--- config.mk ---
export PLATFORM = sky130hd
export DESIGN_NAME = mesi_cache_pair
export DESIGN_NICKNAME = d
export VERILOG_FILES = /design/src/rtl/mesi_cache_pair.sv
export SDC_FILE = /design/constraint.sdc
export NUM_CORES = 2
export LEC_CHECK = 0
export ABC_CLOCK_PERIOD_IN_PS = 5000
export BUFFER_PORTS_ARGS = -buffer_cell sky130_fd_sc_hd__clkbuf_2
export CORE_AREA = 2 2 307 461
export CTS_CLUSTER_SIZE = 40
export DETAILED_ROUTE_END_ITERATION = 10
export DIE_AREA = 0 0 309 463
export HOLD_SLACK_MARGIN = 0.03
export PLACE_DENSITY_LB_ADDON = 0.3
export SLEW_MARGIN = 20
export SYNTH_ARGS = -nofsm -noshare
export SYNTH_HDL_FRONTEND = slang
export SYNTH_SLANG_ARGS = --single-unit
--- constraint.sdc ---
create_clock -name clk -period 5 [get_ports clk]
set_input_delay 0.5 -clock clk [delete_from_list [all_inputs] [get_ports clk]]
set_output_delay 0.5 -clock clk [all_outputs]
set_load 0.01 [all_outputs]
--- src/rtl/mesi_cache_pair.sv ---
`timescale 1ns/1ps
module mesi_cache_pair #(
  parameter int AW       = 6,
  parameter int DW       = 8,
  parameter int SET_BITS = 2
) (
  input  logic                        clk,
  input  logic                        rst_n,
  input  logic                        req_valid,
  input  logic                        req_core,
  input  logic                        req_write,
  input  logic [AW-1:0]               req_addr,
  input  logic [DW-1:0]               req_wdata,
  output logic                        resp_valid,
  output logic                        resp_hit,
  output logic [DW-1:0]               resp_rdata,
  output logic [8*(1<<SET_BITS)-1:0]  line_state
);
  localparam int SETS = 1 << SET_BITS;
  localparam int TW   = AW - SET_BITS - 1;
  localparam int MEMN = 1 << AW;
  localparam logic [1:0] ST_I = 2'd0, ST_S = 2'd1, ST_E = 2'd2, ST_M = 2'd3;

  logic [1:0]    st    [2][SETS][2];
  logic          fld   [2][SETS][2];
  logic [TW-1:0] tg    [2][SETS][2];
  logic [DW-1:0] dat   [2][SETS][2][2];
  logic          lru   [2][SETS];
  logic [DW-1:0] mem   [MEMN];

  logic                c, o, b;
  logic [SET_BITS-1:0] s;
  logic [TW-1:0]       t;
  logic [1:0]          hv, ov;
  logic                hit, hw, ohit, ow, vw, way, peer_dirty;
  logic [DW-1:0]       fill [2];

  assign c = req_core;
  assign o = ~req_core;
  assign b = req_addr[0];
  assign s = req_addr[SET_BITS:1];
  assign t = req_addr[AW-1:SET_BITS+1];

  always_comb begin
    for (int w = 0; w < 2; w++) begin
      hv[w] = (st[c][s][w] != ST_I) && (tg[c][s][w] == t);
      ov[w] = (st[o][s][w] != ST_I) && (tg[o][s][w] == t);
    end
  end

  assign hit  = |hv;
  assign hw   = hv[1];
  assign ohit = |ov;
  assign ow   = ov[1];
  assign peer_dirty = ohit && (st[o][s][ow] == ST_M);
  assign way  = hit ? hw : vw;

  always_comb begin
    if (!fld[c][s][0])               vw = 1'b0;
    else if (!fld[c][s][1])          vw = 1'b1;
    else if (st[c][s][0] == ST_I)    vw = 1'b0;
    else if (st[c][s][1] == ST_I)    vw = 1'b1;
    else                             vw = lru[c][s];
  end

  always_comb begin
    for (int k = 0; k < 2; k++)
      fill[k] = peer_dirty ? dat[o][s][ow][k] : mem[{t, s, 1'(k)}];
  end

  logic                chk_vld_q, chk_wr_q, chk_miss_q;
  logic [SET_BITS+1:0] chk_idx_q;

  always_ff @(posedge clk) begin
    if (!rst_n) begin
      resp_valid <= 1'b0;
      resp_hit   <= 1'b0;
      resp_rdata <= '0;
      chk_vld_q  <= 1'b0;
      chk_wr_q   <= 1'b0;
      chk_miss_q <= 1'b0;
      chk_idx_q  <= '0;
      for (int cc = 0; cc < 2; cc++)
        for (int ss = 0; ss < SETS; ss++) begin
          lru[cc][ss] <= 1'b0;
          for (int ww = 0; ww < 2; ww++) begin
            st[cc][ss][ww]     <= ST_I;
            fld[cc][ss][ww]    <= 1'b0;
            tg[cc][ss][ww]     <= '0;
            dat[cc][ss][ww][0] <= '0;
            dat[cc][ss][ww][1] <= '0;
          end
        end
      for (int i = 0; i < MEMN; i++) mem[i] <= DW'(7 * i + 1);
    end else begin
      resp_valid <= req_valid;
      chk_vld_q  <= req_valid;
      chk_wr_q   <= req_write;
      chk_miss_q <= !hit;
      chk_idx_q  <= {c, s, way};
      if (req_valid) begin
        resp_hit   <= hit;
        lru[c][s]  <= ~way;
        if (hit) begin
          resp_rdata <= req_write ? req_wdata : dat[c][s][hw][b];
          if (req_write) begin
            dat[c][s][hw][b] <= req_wdata;
            st[c][s][hw]     <= ST_M;
            if (ohit) st[o][s][ow] <= ST_I;
          end
        end else begin
          if (st[c][s][vw] == ST_M)
            for (int k = 0; k < 2; k++) mem[{tg[c][s][vw], s, 1'(k)}] <= dat[c][s][vw][k];
          if (peer_dirty)
            for (int k = 0; k < 2; k++) mem[{t, s, 1'(k)}] <= dat[o][s][ow][k];
          if (ohit) st[o][s][ow] <= req_write ? ST_I : ST_S;
          for (int k = 0; k < 2; k++)
            dat[c][s][vw][k] <= (req_write && (1'(k) == b)) ? req_wdata : fill[k];
          tg[c][s][vw]  <= t;
          fld[c][s][vw] <= 1'b1;
          st[c][s][vw]  <= req_write ? ST_M : (ohit ? ST_S : ST_E);
          resp_rdata    <= req_write ? req_wdata : fill[b];
        end
      end
    end
  end

  for (genvar gc = 0; gc < 2; gc++) begin : g_core
    for (genvar gs = 0; gs < SETS; gs++) begin : g_set
      for (genvar gw = 0; gw < 2; gw++) begin : g_way
        assign line_state[2*(gc*SETS*2 + gs*2 + gw) +: 2] = st[gc][gs][gw];
      end
    end
  end

  logic owner_clash;
  always_comb begin
    owner_clash = 1'b0;
    for (int ss = 0; ss < SETS; ss++)
      for (int w0 = 0; w0 < 2; w0++)
        for (int w1 = 0; w1 < 2; w1++)
          if (st[0][ss][w0] != ST_I && st[1][ss][w1] != ST_I &&
              tg[0][ss][w0] == tg[1][ss][w1] &&
              (st[0][ss][w0][1] || st[1][ss][w1][1]))
            owner_clash = 1'b1;
  end


  single_owner_chk: assert property (@(posedge clk) disable iff (!rst_n) !owner_clash);

  resp_follows_req_chk: assert property (@(posedge clk) disable iff (!rst_n) req_valid |=> resp_valid);

  no_spurious_resp_chk: assert property (@(posedge clk) disable iff (!rst_n) !req_valid |=> !resp_valid);

  write_owns_line_chk: assert property (@(posedge clk) disable iff (!rst_n)
    (chk_vld_q && chk_wr_q) |-> (line_state[{chk_idx_q, 1'b0} +: 2] == ST_M));

  read_fill_state_chk: assert property (@(posedge clk) disable iff (!rst_n)
    (chk_vld_q && !chk_wr_q && chk_miss_q) |->
    (line_state[{chk_idx_q, 1'b0} +: 2] == ST_E || line_state[{chk_idx_q, 1'b0} +: 2] == ST_S));
endmodule

==> out/qor.csv <==
metric,value,unit
CTS resizes,0,
Period minus WS final,4.39,ns
Critical R2R Launch,st[0][0],
number of port buffers,60,
final worst slack,0.606,ns
CP Max Fanout,19,
TritonRoute pass-1 iters,6,
Residual DRC,0,
Min-Delay Path Class,in2reg,
Max IR drop VDD,0.261,mV
syn_area_per_cell,13.3,um^2
TNS Setup,0,ns
clk_skew,0.0315,ns
share of layout cells above drive strength 1,0.228,
H-tree Lvls,3,
Clock Latency Late Sink,0.72,ns
routed len/inst,31.9,um
Post-synth EDFFs,854,
worst slew pin tran,1.17,ns
gr usage total,0.240,
final-report hold violation count,0,
count of cell types in the netlist,76,
core area,139000,um^2
RSZ-0062 raised after global routing,false,
# clock sinks,882,
sequential cell area fraction in the yosys report,0.574,
Routed Antenna Nets,0,
r2r endpoint,dat[0][15],
"commonest non-fill, non-tap cell in the layout",edfxtp_1,
Syn Inst Count,3440,
Worst slew margin,0.219,
global-route wire length before repair,246,mm
Async SR Flop Fraction,0,
Mapped Area,45600,um^2
CP Cell Sequence,"mux4_2, mux2i_1, a221oi_1, o31a_2, nor4b_2, a21oi_1, a21oi_4, o221ai_2, nand2_1",
delay of the slowest cell on the worst path,0.91,ns
hold_buf cts,0,
Min-Delay Endpoint,resp_rdata[3],
arrival time worst endpoint,4.74,ns
Crit. End Element,register,
"CTS clk-pin slew, worst paths",0.07,ns
CTS buffer count,88,
gr ovfl total,0,
"FF+latch count, synth",882,
starting density of the core,0.328,
Die ar.,143000,um^2
FP Rows,168,
CP required,5.35,ns
syn nets,3459,
hpwl dp,120,mm
initial antenna violation count,4,
vias in the first global route,33600,
Placement Cell Area,49200,um^2
hold_sp,req_wdata[3],
final instance area,52000,um^2
io pins,61,
FMAX,228,MHz
Tcrit/Tclk final,0.879,
synth warn,0,
Synth Flop Type,edfxtp_1,
area grow syn2layout,14.0,%
reg2reg path depth,9,
"Slew Viols, Final",0,
final net count,3534,
final setup fails,0,
Static Leak,17.2,nW
global placement routability congestion,0.939,
final wirelength,174,mm
"Slowest-stage cell, CP",a21oi_4,
TritonCTS clock tree,yes,
setup bufs post-CTS,0,
status,completed,
total design power,18.5,mW
vias,33600,
reg2reg setup slack,0.61,ns
Pwr per Cell Area,356,nW/um^2
Die Wd,309,um
critical path class,reg2reg,
Hold Crit Depth,3,
DR iter-0 viols,4574,
pre-CTS setup slack,0.000506,ns
Vias/cell,6.15,
most frequent cells in the layout,"854 x edfxtp_1, 467 x nor2_1, 285 x a22oi_1",
clock buffer depth,3,
WHS,0.270,ns
root buf cell,clkbuf_16,
Die Ht,463,um
max cap viols,0,
largest net degree at the start of global routing,105,
Startpoint Class,register,
[routing by layer]
metal,up-vias,track usage,share of wire
li1,13900,-,-
met1,17200,0.281,0.35
met2,1987,0.408,0.50
met3,468,0.0326,0.078
met4,4,0.158,0.076
met5,-,0,0.00015
[area by class of cell]
type                    instances  area [um^2]
flip-flops and latches        882        26200
inverters                      15         57.6
clock inverters                49          460
well taps                    1870         2340
clock buffers                 111         2360
fillers                     13500        87100
repair buffers                308         2380
diodes                          2         5.00
multi-input cells            2220        18200
[synth_stat cells (all sizes together) (14+ instances only)]
library cell  instances  area (um^2)
edfxtp              854        25600
nor2                471         1780
a22oi               285         2140
o22ai               276         1730
mux4                260         5860
nand2               231          867
clkbuf              215          807
a21o                137         1030
mux2i               123         1280
buf                 108          598
o21ai                52          264
nand3                50          250
mux2                 46          518
a21oi                34          189
and2                 30          188
dfxtp                28          561
a221oi               23          201
and3                 23          144
nor3                 18          105
a22o                 17          149
a31oi                15         93.8
inv                  14         52.6
[flip-flops by register name (all words and copies together), names as in the netlist]
name,cells
dat,256
fld,16
lru,8
mem,512
resp_hit,1
resp_rdata,8
resp_valid,1
st,32
tg,48
[stage by stage]
| step | util | cells |
|---|---|---|
| 2_1_floorplan | - | 3440 |
| 5_1_grt | 0.374 | 5456 |
| 6_report | 0.374 | 5457 |
| 3_3_place_gp | 0.354 | 5295 |
| 3_5_place_dp | 0.354 | 5295 |
| 4_1_cts | 0.374 | 5455 |
[critical path: cells and delay by family, from the launching register on]
family | cells | cell delay (ns)
and+or+nand+nor | 2 | 0.80
muxes | 2 | 0.75
DFF | 1 | 0.47
AOI/OAI and AO/OA | 5 | 1.99
[report_power, final]
group	internal, mW	switching [mW]
logic	0.942	2.29
clock network	3.68	3.08
registers	8.40	0.132
[worst max path at each step]
stage / from / to / slack [ns] / cells after the start
3_3_place_gp: req_core / dat[0][15] / 0.09 / 11
3_5_place_dp: req_core / dat[0][15] / 0.0005 / 11
5_1_grt: st[1][0] / st[0][14] / 0.37 / 9
4_1_cts: st[0][0] / dat[0][71] / 0.60 / 9
2_1_floorplan: req_addr[1] / dat[1][10] / 0.87 / 14
6_report: st[0][0] / dat[0][15] / 0.61 / 9
[cells by family (layout without fill, tap and decap cells)]
logic type,after synthesis,count (layout),share of synthesized area
flip-flops,882,882,0.574
multiplexers,429,429,0.168
XOR/XNOR,12,12,0.00230
AND/OR/NAND/NOR,870,870,0.0804
AO/OA/AOI/OAI,909,909,0.143
buffers and inverters,338,483,0.0320
other,0,2,0
Power figures use the tool's default switching activity.
